<file path="src/rtl/uarx_pkg.sv">
package uarx_pkg;

    typedef enum logic [2:0] {
        ST_IDLE,
        ST_START,
        ST_DATA,
        ST_PARITY,
        ST_STOP
    } rx_state_t;

    localparam int MAX_DBITS = 9;

    typedef struct packed {
        logic [MAX_DBITS-1:0] word;
        logic                 par_err;
        logic                 frm_err;
        logic                 marker;
    } rx_frame_t;

    // size select 0..4 -> 5..9 data bits, anything else -> 8
    function automatic logic [3:0] dbits_from_sel(input logic [2:0] sel);
        logic [3:0] n;
        if (sel <= 3'd4) n = 4'd5 + {1'b0, sel};
        else             n = 4'd8;
        return n;
    endfunction

endpackage

</file>
<file path="src/rtl/uarx_sampler.sv">
module uarx_sampler #(
    parameter int SYNC_STAGES = 2
) (
    input  logic clk,
    input  logic rst_n,
    input  logic rx_in,
    input  logic take,
    output logic rx_s,
    output logic vote
);

    logic [SYNC_STAGES-1:0] sync_q;
    logic [1:0]             hist_q;

    always_ff @(posedge clk or negedge rst_n) begin
        if (!rst_n) begin
            sync_q <= '1;
        end else begin
            sync_q <= {sync_q[SYNC_STAGES-2:0], rx_in};
        end
    end

    assign rx_s = sync_q[SYNC_STAGES-1];

    // two earlier centre samples; the third is the live line
    always_ff @(posedge clk or negedge rst_n) begin
        if (!rst_n) begin
            hist_q <= 2'b11;
        end else if (take) begin
            hist_q <= {hist_q[0], rx_s};
        end
    end

    assign vote = (hist_q[1] & hist_q[0]) | (hist_q[1] & rx_s) | (hist_q[0] & rx_s);

endmodule

</file>
<file path="src/rtl/uarx_fsm.sv">
module uarx_fsm
    import uarx_pkg::*;
#(
    parameter int OVS_NORMAL = 16,
    parameter int OVS_FAST   = 8
) (
    input  logic       clk,
    input  logic       rst_n,
    input  logic       rx_en,
    input  logic       tick,
    input  logic       dbl,
    input  logic [2:0] size_sel,
    input  logic [1:0] par_mode,
    input  logic       rx_s,
    input  logic       vote,
    output logic       take,
    output logic       frame_valid,
    output rx_frame_t  frame
);

    localparam int CW = $clog2(OVS_NORMAL);

    rx_state_t            state_q, state_d;
    logic [CW-1:0]        cnt_q;
    logic [3:0]           idx_q;
    logic [MAX_DBITS-1:0] shreg_q;
    logic                 par_q;

    logic [CW-1:0] top_cnt, mid_cnt, mid_m1, mid_p1;
    logic [3:0]    nbits;
    logic          at_decide, at_end, last_bit, par_en;

    assign top_cnt   = dbl ? CW'(OVS_FAST - 1) : CW'(OVS_NORMAL - 1);
    assign mid_cnt   = dbl ? CW'(OVS_FAST / 2) : CW'(OVS_NORMAL / 2);
    assign mid_m1    = mid_cnt - CW'(1);
    assign mid_p1    = mid_cnt + CW'(1);
    assign at_decide = tick && (cnt_q == mid_p1);
    assign at_end    = tick && (cnt_q == top_cnt);
    assign nbits     = dbits_from_sel(size_sel);
    assign last_bit  = (idx_q == nbits - 4'd1);
    assign par_en    = par_mode[1];
    assign take      = tick && (state_q != ST_IDLE) && ((cnt_q == mid_m1) || (cnt_q == mid_cnt));

    always_comb begin
        state_d = state_q;
        unique case (state_q)
            ST_IDLE:   if (tick && !rx_s) state_d = ST_START;
            ST_START: begin
                if (at_decide && vote) state_d = ST_IDLE;
                else if (at_end)       state_d = ST_DATA;
            end
            ST_DATA:   if (at_end && last_bit) state_d = par_en ? ST_PARITY : ST_STOP;
            ST_PARITY: if (at_end) state_d = ST_STOP;
            ST_STOP:   if (at_decide) state_d = ST_IDLE;
            default:   state_d = ST_IDLE;
        endcase
        if (!rx_en) state_d = ST_IDLE;
    end

    always_ff @(posedge clk or negedge rst_n) begin
        if (!rst_n) state_q <= ST_IDLE;
        else        state_q <= state_d;
    end

    always_ff @(posedge clk or negedge rst_n) begin
        if (!rst_n) begin
            cnt_q       <= '0;
            idx_q       <= '0;
            shreg_q     <= '0;
            par_q       <= 1'b0;
            frame_valid <= 1'b0;
            frame       <= '0;
        end else begin
            frame_valid <= 1'b0;
            if (!rx_en) begin
                cnt_q <= '0;
                idx_q <= '0;
            end else if (tick) begin
                if (state_q == ST_IDLE) begin
                    cnt_q   <= rx_s ? CW'(0) : CW'(1);
                    idx_q   <= '0;
                    shreg_q <= '0;
                end else begin
                    cnt_q <= at_end ? CW'(0) : cnt_q + CW'(1);
                end
                unique case (state_q)
                    ST_DATA: begin
                        if (at_decide) shreg_q <= shreg_q | (MAX_DBITS'(vote) << idx_q);
                        if (at_end && !last_bit) idx_q <= idx_q + 4'd1;
                    end
                    ST_PARITY: if (at_decide) par_q <= vote;
                    ST_STOP: begin
                        if (at_decide) begin
                            frame_valid   <= 1'b1;
                            frame.word    <= shreg_q;
                            frame.frm_err <= !vote;
                            frame.marker  <= (nbits == 4'd9) ? shreg_q[8] : vote;
                            frame.par_err <= par_en && ((^shreg_q) ^ par_mode[0] ^ par_q);
                        end
                    end
                    default: ;
                endcase
            end
        end
    end

    // a finished frame is reported for exactly one cycle
    p_frame_pulse_r2: assert property (@(posedge clk) disable iff (!rst_n)
        frame_valid |=> !frame_valid)
        else $error("frame_valid held longer than one cycle");

    // a frame is only ever handed over from the stop-bit state
    p_frame_from_stop_r6: assert property (@(posedge clk) disable iff (!rst_n)
        $rose(frame_valid) |-> ($past(state_q) == ST_STOP))
        else $error("frame produced outside stop state");

endmodule

</file>
<file path="src/rtl/uarx_rxbuf.sv">
module uarx_rxbuf
    import uarx_pkg::*;
(
    input  logic                 clk,
    input  logic                 rst_n,
    input  logic                 rx_en,
    input  logic                 mp_mode,
    input  logic                 frame_valid,
    input  rx_frame_t            frame,
    input  logic                 rd_strobe,
    output logic                 full_q,
    output logic [MAX_DBITS-1:0] data_q,
    output logic                 fe_q,
    output logic                 pe_q,
    output logic                 dor_q
);

    logic accept, rd_hit;

    assign accept = frame_valid && (!mp_mode || frame.marker);
    assign rd_hit = rd_strobe && full_q;

    always_ff @(posedge clk or negedge rst_n) begin
        if (!rst_n) begin
            full_q <= 1'b0;
            data_q <= '0;
            fe_q   <= 1'b0;
            pe_q   <= 1'b0;
            dor_q  <= 1'b0;
        end else if (!rx_en) begin
            full_q <= 1'b0;
            data_q <= '0;
            fe_q   <= 1'b0;
            pe_q   <= 1'b0;
            dor_q  <= 1'b0;
        end else begin
            if (rd_hit) begin
                full_q <= 1'b0;
                fe_q   <= 1'b0;
                pe_q   <= 1'b0;
                dor_q  <= 1'b0;
            end
            if (accept) begin
                if (full_q && !rd_hit) begin
                    dor_q <= 1'b1;
                end else begin
                    full_q <= 1'b1;
                    data_q <= frame.word;
                    fe_q   <= frame.frm_err;
                    pe_q   <= frame.par_err;
                end
            end
        end
    end

    // a low enable leaves an empty buffer with no flags
    p_flush_r10: assert property (@(posedge clk) disable iff (!rst_n)
        !rx_en |=> (!full_q && !fe_q && !pe_q && !dor_q))
        else $error("flush incomplete");

    // reading a held character empties the buffer
    p_read_clear_r9: assert property (@(posedge clk) disable iff (!rst_n)
        (rx_en && rd_strobe && full_q && !accept) |=> !full_q)
        else $error("read did not empty buffer");

    // overrun keeps the older character and raises the flag
    p_overrun_keep_r7: assert property (@(posedge clk) disable iff (!rst_n)
        (rx_en && accept && full_q && !rd_strobe) |=> (dor_q && $stable(data_q)))
        else $error("overrun handling wrong");

    // a filtered frame changes nothing
    p_mp_drop_r8: assert property (@(posedge clk) disable iff (!rst_n)
        (rx_en && frame_valid && mp_mode && !frame.marker && !rd_strobe)
            |=> ($stable(full_q) && $stable(data_q) && $stable(dor_q)))
        else $error("filtered frame reached buffer");

    // character status flags only exist with a character
    p_flags_need_char_r5: assert property (@(posedge clk) disable iff (!rst_n)
        (fe_q || pe_q) |-> full_q)
        else $error("status flag without character");

endmodule

</file>
<file path="src/rtl/uart_addr_rx.sv">
module uart_addr_rx
    import uarx_pkg::*;
#(
    parameter int OVS_NORMAL  = 16,
    parameter int OVS_FAST    = 8,
    parameter int SYNC_STAGES = 2
) (
    input  logic       clk,
    input  logic       rst_n,
    input  logic       baud_tick,
    input  logic       rx_en,
    input  logic       dbl_speed,
    input  logic       mp_mode,
    input  logic [2:0] size_sel,
    input  logic [1:0] par_mode,
    input  logic       rx_in,
    input  logic       rd_strobe,
    input  logic       irq_en,
    input  logic       gie,
    output logic [7:0] rx_data,
    output logic       rx_bit9,
    output logic       rx_done,
    output logic       frm_err,
    output logic       par_err,
    output logic       ovr_err,
    output logic       irq
);

    logic                 rx_s, vote, take, frame_valid;
    rx_frame_t            frame;
    logic [MAX_DBITS-1:0] buf_word;

    uarx_sampler #(.SYNC_STAGES(SYNC_STAGES)) u_sampler (
        .clk   (clk),
        .rst_n (rst_n),
        .rx_in (rx_in),
        .take  (take),
        .rx_s  (rx_s),
        .vote  (vote)
    );

    uarx_fsm #(.OVS_NORMAL(OVS_NORMAL), .OVS_FAST(OVS_FAST)) u_fsm (
        .clk         (clk),
        .rst_n       (rst_n),
        .rx_en       (rx_en),
        .tick        (baud_tick),
        .dbl         (dbl_speed),
        .size_sel    (size_sel),
        .par_mode    (par_mode),
        .rx_s        (rx_s),
        .vote        (vote),
        .take        (take),
        .frame_valid (frame_valid),
        .frame       (frame)
    );

    uarx_rxbuf u_buf (
        .clk         (clk),
        .rst_n       (rst_n),
        .rx_en       (rx_en),
        .mp_mode     (mp_mode),
        .frame_valid (frame_valid),
        .frame       (frame),
        .rd_strobe   (rd_strobe),
        .full_q      (rx_done),
        .data_q      (buf_word),
        .fe_q        (frm_err),
        .pe_q        (par_err),
        .dor_q       (ovr_err)
    );

    assign rx_data = buf_word[7:0];
    assign rx_bit9 = buf_word[8];
    assign irq     = irq_en && gie && rx_done;

    // the interrupt never fires without a waiting character
    p_irq_source_r11: assert property (@(posedge clk) disable iff (!rst_n)
        irq |-> rx_done)
        else $error("irq without character");

endmodule

</file>
<file path="config.mk">
export PLATFORM = sky130hd
export DESIGN_NAME = uart_addr_rx
export DESIGN_NICKNAME = d
export VERILOG_FILES = /design/src/rtl/uarx_pkg.sv /design/src/rtl/uarx_sampler.sv /design/src/rtl/uarx_fsm.sv /design/src/rtl/uarx_rxbuf.sv /design/src/rtl/uart_addr_rx.sv
export SDC_FILE = /design/constraint.sdc
export NUM_CORES = 1
export LEC_CHECK = 0
export ABC_CLOCK_PERIOD_IN_PS = 2000
export BUFFER_PORTS_ARGS = -buffer_cell sky130_fd_sc_hd__buf_2
export CAP_MARGIN = 20
export CORE_AREA = 10 10 95 97
export DETAILED_ROUTE_END_ITERATION = 16
export DIE_AREA = 0 0 105 107
export PLACE_DENSITY_LB_ADDON = 0.3
export SLEW_MARGIN = 20
export SYNTH_ARGS = -nofsm -noshare
export SYNTH_HDL_FRONTEND = slang
export SYNTH_HIERARCHICAL = 1
export SYNTH_SLANG_ARGS = --single-unit
</file>
<file path="constraint.sdc">
create_clock -name clk -period 2 [get_ports clk]
set_input_delay 0.3 -clock clk [delete_from_list [all_inputs] [get_ports clk]]
set_output_delay 0.3 -clock clk [all_outputs]
set_load 0.01 [all_outputs]
</file>
### Word level (Yosys, flattened, before mapping)

Cells that the tools add are included.

* bits in registers: 51
* logic and storage cells: 129
* output and inout bits: 14
* input bits: 15

* magnitude comparators: 1
* equality and inequality tests: 18
* bitwise operators: 8
* shifts and indexed selects: 1
* reduce and logical (&&, ||, !) cells: 29
* add/sub/neg operators: 6
* mux-type cells: 49

Operators with widths (number)
* $mux 9: 6
* $mux 4: 12
* $mux 3: 8
* $mux 1: 22
* $eq 4x4->1: 5
* $pmux 3 s5: 1
* $logic_and 1x1->1: 14
* $add 4x1->4 const B: 3
* $ne 3x2->1 const B: 4
* $or 9x9->9: 1
* $reduce_xor 9->1: 1
* $shl 1x4->9: 1
* $reduce_and 4->1: 2
* $sub 4x1->4 const B: 2
* $eq 3x2->1 const B: 2
* $logic_not 1->1: 5
* $reduce_and 5->1: 1
* $add 3x3->4 const A: 1
* $eq 4x4->1 const B: 1
* $ne 2x2->1 const B: 2
* $ne 4x2->1 const B: 1
* $reduce_and 2->1: 2
* $and 1x1->1: 3
* $eq 3x1->1 const B: 1
* other kinds (8): 11

### Logic depth before layout (Yosys ltp)

Gate-level depths: netlist of run 1.

* depth in word-level cells: 10
* depth in mapped cells: 10
* depth with buffers taken out: 10

### Hierarchy

Netlist of run 1, hierarchy kept.

Modules (own cells, without submodules)
* uarx_fsm: area an instance 2059.5 µm², times used 1, sequential area each 850.8 µm², cells each 208
* uarx_rxbuf: area an instance 604.3 µm², times used 1, sequential area each 325.3 µm², cells each 61
* uarx_sampler: area an instance 138.9 µm², times used 1, sequential area each 105.1 µm², cells each 7
* uart_addr_rx: area an instance 6.3 µm², times used 1, sequential area each 0.0 µm², cells each 1

### Least setup slack after synthesis of run 1

No wires, ideal clock.

* path type: input to register
* from: input port size_sel[0]
* to: register u_fsm.idx_q[2]
* setup slack: -222 ps
* path buffers: 0
* required time: 1876 ps
* stages: 10
* arrival: 2098 ps
* path through: inv_1 > ha_1 > or2b_1 > nand2_1 > ha_1 > xor2_1 > nand3_1 > o311ai_4 > nor4_1 > o31a_1

* word-level cells in the longest chain between the ends: 10
* elaborated cells on any way between the ends: 11

Ends and longest elaborated chain
* from (decl): line uart_addr_rx.sv:14 `input logic [2:0] size_sel,`
* $add 3x3->4 or $le 3x3->1 (tied branches): line uarx_pkg.sv:23 `if (sel <= 3'd4) n = 4'd5 + {1'b0, sel};`
* $mux 4 (*): line uarx_pkg.sv:23
* $sub 4x1->4 (*): line uarx_fsm.sv:40 `assign last_bit = (idx_q == nbits - 4'd1);`
* $eq 4x4->1 (*): line uarx_fsm.sv:40
* $logic_not 1->1 (*): line uarx_fsm.sv:89 `if (at_end && !last_bit) idx_q <= idx_q + 4'd1;`
* $logic_and 1x1->1 (*): line uarx_fsm.sv:89
* $mux 4 (*): line uarx_fsm.sv:89
* $mux 4 (*): line uarx_fsm.sv:86 `unique case (state_q)`
* $mux 4 (*): line uarx_fsm.sv:78 `end else if (tick) begin`
* $mux 4 (*): line uarx_fsm.sv:75 `if (!rx_en) begin`
* to (signal assigned): line uarx_fsm.sv:89
* to (decl): line uarx_fsm.sv:25 `logic [3:0] idx_q;`

Mark *: on every way between the ends. The rest lies on a longest branch, timed or not. The select of a mux whose other input is x is not followed.
A chain may end at the register's enable or synchronous reset.

### Final worst setup path of run 1

* from: input port size_sel[1]
* to: register u_fsm.idx_q[2]

The elaborated chain is that of the path after synthesis.

==> results of run 1 <==
-- metrics by stage --
stage               cells  setup TNS [ns]  total power, W  hold slack, ns
detailed placement    408           -2.37         0.00172           0.347
floorplan             277          -0.146         0.00152         0.00441
global placement      408           -2.13         0.00171           0.346
CTS                   417               0         0.00240          0.0789
global route          417          -0.259         0.00255          0.0715
finish                417               0         0.00239          0.0901
-- per-layer routing --
layer | up-vias | part of all wire, %
li1 | 1056 | -
met1 | 1037 | 48
met2 | 44 | 45
met3 | 7 | 5.8
met4 | 0 | 1.1
met5 | - | 0
-- Yosys cell counts (all sizes together), types with 2 or more instances --
| cell | instances | area (um2) |
|---|---|---|
| buf | 4 | 27.5 |
| a21oi | 9 | 56.3 |
| nand2b | 2 | 15.0 |
| dfrtp | 47 | 1180 |
| clkbuf | 7 | 26.3 |
| and3 | 3 | 23.8 |
| a31oi | 2 | 12.5 |
| o22ai | 2 | 12.5 |
| mux2i | 12 | 120 |
| xor2 | 4 | 35.0 |
| ha | 8 | 100 |
| a21boi | 2 | 15.0 |
| a22o | 5 | 43.8 |
| nand4 | 5 | 31.3 |
| inv | 15 | 56.3 |
| and4bb | 2 | 25.0 |
| nand3 | 13 | 70.1 |
| a32o | 3 | 30.0 |
| dfstp | 4 | 105 |
| o211ai | 3 | 22.5 |
| nor2b | 5 | 31.3 |
| nor3 | 2 | 15.0 |
| xnor2 | 13 | 114 |
| o21ai | 10 | 50.1 |
| o2111ai | 2 | 17.5 |
| nand2 | 43 | 161 |
| o31a | 2 | 17.5 |
| mux2 | 12 | 135 |
| nor3b | 3 | 27.5 |
| nor2 | 15 | 56.3 |
-- final timing paths --
path	end	startpoint	cells past startpoint	slack (ns)
max reg2reg	u_fsm/state_q[2]	u_fsm/cnt_q[3]	6	0.10
max in group asynchronous	u_fsm/par_q	rst_n	2	1.47
max	u_fsm/idx_q[2]	size_sel[1]	11	0.03
min reg2reg	u_sampler/sync_q[1]	u_sampler/sync_q[0]	0	0.36
min	u_buf/full_q	rst_n	2	0.09
min in group clk	u_sampler/sync_q[0]	rx_in	1	0.09
-- cell families after synthesis --
logic type,count (synthesis)
AO/OA/AOI/OAI,46
multiplexers,24
adder cells (fa/ha/maj),9
flip-flops,51
XOR/XNOR,17
buffers and inverters,26
AND/OR/NAND/NOR,104
-- state kept, by name, indices dropped and copies added, names as in the netlist --
name               count
u_fsm/state_q          3
u_fsm/frame           12
u_buf/full_q           1
u_buf/data_q           9
u_sampler/hist_q       2
u_buf/fe_q             1
u_buf/pe_q             1
u_fsm/frame_valid      1
u_fsm/par_q            1
u_sampler/sync_q       2
u_fsm/shreg_q          9
u_buf/dor_q            1
u_fsm/idx_q            4
u_fsm/cnt_q            4
-- cell usage in the layout (no fill, tap or decap), types with 3 or more instances in the layout --
| cell type | n |
|---|---|
| nor2_1 | 15 |
| nand3_1 | 11 |
| ha_1 | 6 |
| buf_4 | 15 |
| mux2_2 | 12 |
| nand4_1 | 5 |
| buf_2 | 26 |
| mux2i_1 | 12 |
| nor2b_1 | 5 |
| nand2_1 | 43 |
| a22o_1 | 5 |
| o211ai_1 | 3 |
| inv_1 | 13 |
| a32o_1 | 3 |
| a21oi_1 | 8 |
| clkbuf_8 | 6 |
| dfrtp_1 | 47 |
| xor2_1 | 4 |
| o21ai_0 | 9 |
| xnor2_1 | 11 |
| dfstp_2 | 4 |
-- report_power, final --
part           switching, W  internal, W
clock network      0.000357     0.000283
logic              0.000402     0.000247
registers         0.0000284      0.00107
total              0.000787      0.00160
-- layout make-up --
cell class | instances | area (um2)
clock inverters | 2 | 16.3
clock buffers | 6 | 82.6
inverters | 15 | 81.3
multi-input cells | 201 | 1470
repair buffers | 43 | 283
fillers | 739 | 3800
flip-flops and latches | 51 | 1280
well taps | 99 | 124
-- what timing repair did --
item	4_1_cts	5_1_grt
cloned	1	0
resized for setup	8	6
setup buffers	0	0
pin swaps	6	4
endpoints found under the setup margin	5	7
==> results.cfg, run 1 <==
[floorplanning]
fp.dieW_um = 105
fp.dieH_um = 107
die_area_um2 = 11200
core_area_um2 = 7140
ios = 29
row_count = 31
initial_core_util_pct = 39.4

[worst_setup_path]
arrival_ns = 2.18
cp-start-kind = primary input
path_delay_family = compound AO/OA/AOI/OAI gates
required_ns = 2.20
crit_path_max_incr_delay_ns = 0.32
critPathSlowestCell = o311a_1
path_class = in -> reg
worstPathCellList = buf_12, inv_12, ha_4, or2b_1, nand2_1, ha_1, xnor2_1, xnor2_2, o311ai_4, o311a_1, o31a_1
cp_num_buf_inv = 2
setup.worst_path.end_class = flop
path_max_fanout = 5

[detailed_routing]
dr.first_iter.drc_count = 95
ant_nets = 0
dr.pass1.iters = 4
via_count = 2144
avgViaCountPerCell = 5.14
drc = 0
wl_per_cell_um = 14.6
wirelength_mm = 6.10

[placed_design]
place_area_um2 = 3170
place_congestion = 0.811
post-dp-hpwl_mm = 4.43
place_ws_ns = -0.391
port_buffers = 28

[clock_tree]
cts.path.max_buffers = 2
clk_pin_slew_ns = 0.10
cts_tree = done
root_buffer = clkbuf_8
cts-htree-levels = 2
clock_sinks = 51
cts_hold_buf = 0
clk_latency_ns = 0.31
cts-buffers-inserted = 5

[synth]
syn_avg_cell_area_um2 = 10.1
syn_area_um2 = 2810
synth_top_family_by_area = simple AND/OR/NAND/NOR gates
ys_ff_latch = 51
syn_inst = 277
synth-adder-area-share_pct = 3.96
ys.flop_type = dfrtp_1
synth_edf_count = 0
ys_types = 58
synth-xor-area-share_pct = 5.30
ys_warn_count = 6
synth_nets = 300
synthArstFlopShare_pct = 100
synth_compound_area_share_pct = 12.9
ys_seq_area_share_pct = 45.6
synth.area.mux_share_pct = 9.09
synth-simple-area-share_pct = 19.2

[worst_hold_path]
hp-class = in -> async

[layout]
antenna_cells = 0
stdcell_area_um2 = 3340
final_nets = 340
postLayoutCoreUtil_pct = 46.8
drive_gt1_share_pct = 27.4
area_growth_pct = 18.9

[global_route]
grt_util_met1_pct = 15.0
globalRouteMet3Util_pct = 3.65
grt_pass1_wl_mm = 10.7
antenna_found_initial = 0
grt_usage_pct = 11.3
grt_max_degree = 52
overflow = 0
grt_pass1_vias = 2164
use_met2_pct = 17.5
top_usage_layer = met2

[status]
status = finished clean

[power_and_ir_drop]
peakVddDrop_mv = 0.523
leakagePower_nw = 1.50
power.density_nw_per_um2 = 714

[timing]
final-hold-violation-count = 0
min_period_ns = 1.97
rsz0062_at_grt = true
max_slew_margin_pct = 56.7
layout_setup_ws_ns = 0.0261
fin_skew_ns = 0.0112
setup_viol = 0
fmax_mhz = 507
drv_slew = 0
period_share_pct = 98.7
tightestPinTransition_ns = 0.650

[job]
drv_cap = 0
No activity file was read; power rests on OpenSTA's default activity.
==> inputs of run 2 (changes only) <==
- BUFFER_PORTS_ARGS: -buffer_cell sky130_fd_sc_hd__buf_2 -> -buffer_cell sky130_fd_sc_hd__clkbuf_2
- SETUP_SLACK_MARGIN: default -> 0.5
==> results.cfg, run 2 (synthesis gave the netlist of run 1 again) <==
[detailed_routing]
dr.pass1.iters = 4
wirelength_mm = 6.26
avgViaCountPerCell = 5.12
via_count = 2201
ant_nets = 0
wl_per_cell_um = 14.6
dr.first_iter.drc_count = 85
drc = 0

[worst_setup_path]
setup.worst_path.end_class = flop
path_max_fanout = 8
arrival_ns = 2.23
required_ns = 2.20
path_class = in -> reg
cp-start-kind = primary input

[floorplanning]
core_area_um2 = 7140
ios = 29
fp.dieW_um = 105
die_area_um2 = 11200
row_count = 31
fp.dieH_um = 107
initial_core_util_pct = 39.4

[layout]
regMostFlops = u_fsm/frame
largest_reg_flops = 12
area_growth_pct = 31.9
drive_gt1_share_pct = 38.1
top_regs = u_fsm/frame (12), u_buf/data_q (9), u_fsm/shreg_q (9)
final_common_cell = dfrtp_1
antenna_cells = 0
most-common-layout-cells = 45 x dfrtp_1, 38 x nand2_1, 26 x clkbuf_2
final_nets = 353
final_cell_count_no_fill = 430
n_fill_cell = 650

[timing]
max_slew_margin_pct = 62.9
tightestPinTransition_ns = 0.557
min_period_ns = 2.04
holdWs_ns = 0.0612
setup_tns_ns = -0.0353
final-hold-violation-count = 0
drv_slew = 0
fmax_mhz = 491
setup_viol = 1
layout_setup_ws_ns = -0.0353
period_share_pct = 102
rsz0062_at_grt = true
fin_skew_ns = 0.00823

[placed_design]
port_buffers = 28
placedCellCount = 410
place_congestion = 0.772
post-dp-hpwl_mm = 4.43
place_ws_ns = -0.393

[power_and_ir_drop]
peakVddDrop_mv = 0.353
leakagePower_nw = 1.63
power.density_nw_per_um2 = 710
finalPower_w = 0.00263

[global_route]
overflow = 0
grt_pass1_wl_mm = 10.6
grt_usage_pct = 11.1
grt_pass1_vias = 2222
antenna_found_initial = 0
grt_max_degree = 27

[clock_tree]
clock_sinks = 51
cts_tree = done
root_buffer = clkbuf_8
cts-htree-levels = 2
clk_pin_slew_ns = 0.10
clk_latency_ns = 0.31
cts-buffers-inserted = 5
cts.path.max_buffers = 2

[status]
status = complete, but fails checks
violations = negative setup slack

[worst_hold_path]
hp-class = in -> reg

[job]
drv_cap = 0
run 2: changes by cell type in the layout (fill, tap and decap cells not counted), sizes merged:
cell,change
clkbuf,+28
clkinvlp,-1
buf,-15
bufinv,+1
dlygate4sd3,+1
clkinv,-1
o311ai,-1
inv,+1
run 2: layer usage:
metal / up-vias / wire length (um) / share of wire [%] / global-route usage [%]
met2: 47 / 3060 / 49 / 18.9
met1: 1066 / 2820 / 45 / 13.4
li1: 1082 / - / - / -
met4: 0 / 63 / 1.0 / 3.33
met5: - / 0 / 0 / 0
met3: 6 / 317 / 5.1 / 2.93
run 2: worst max-delay path, cell delays in order:
cell       delay, ns
clkbuf_16       0.13
buf_4           0.15
ha_2            0.20
and4bb_2        0.29
nor3_2          0.05
xnor2_1         0.25
o311ai_4        0.19
o311a_1         0.37
o31a_1          0.30
run 2: worst paths after layout:
check / from / to / slack [ns] / cells past startpoint
max: size_sel[0] / u_fsm/idx_q[2] / -0.04 / 9
min reg2reg: u_sampler/sync_q[0] / u_sampler/sync_q[1] / 0.36 / 0
min: rx_in / u_sampler/sync_q[0] / 0.06 / 1
min in group asynchronous: rst_n / u_fsm/state_q[1] / 0.52 / 2
max reg2reg: u_fsm/idx_q[3] / u_fsm/idx_q[2] / 0.15 / 5
max in group asynchronous: rst_n / u_sampler/sync_q[0] / 0.85 / 3
run 2: layout make-up:
type                       count  area, um2  share of cell area (%)
inverter                      15       81.3                    2.19
clock buffer                   6       82.6                    2.23
sequential                    51       1280                    34.6
tap                           99        124                    3.34
timing repair buffer          57        448                    12.1
clock inverter                 2       38.8                    1.05
multi-input combinational    200       1650                    44.5
run 2: power by group:
| group | total [W] | internal (W) | switching, W |
|---|---|---|---|
| clock | 0.000767 | 0.000412 | 0.000355 |
| sequential | 0.00115 | 0.00107 | 0.0000764 |
| combinational | 0.000716 | 0.000300 | 0.000416 |
| total | 0.00263 | 0.00178 | 0.000848 |
run 2: repair_timing:
item	4_1_cts	5_1_grt
buffers inserted	3	8
endpoints found under the hold margin	19	0
cloned	0	0
setup endpoints to repair	33	36
gates resized for setup	13	37
pin swaps	14	17
hold buffers	1	0
run 2: through the flow:
stage                     utilization, %  area, um2
after floorplan                        -       2930
after global placement              46.0       3280
after detailed placement            46.0       3280
after CTS                           49.1       3500
after global routing                51.9       3710
final                               51.9       3710
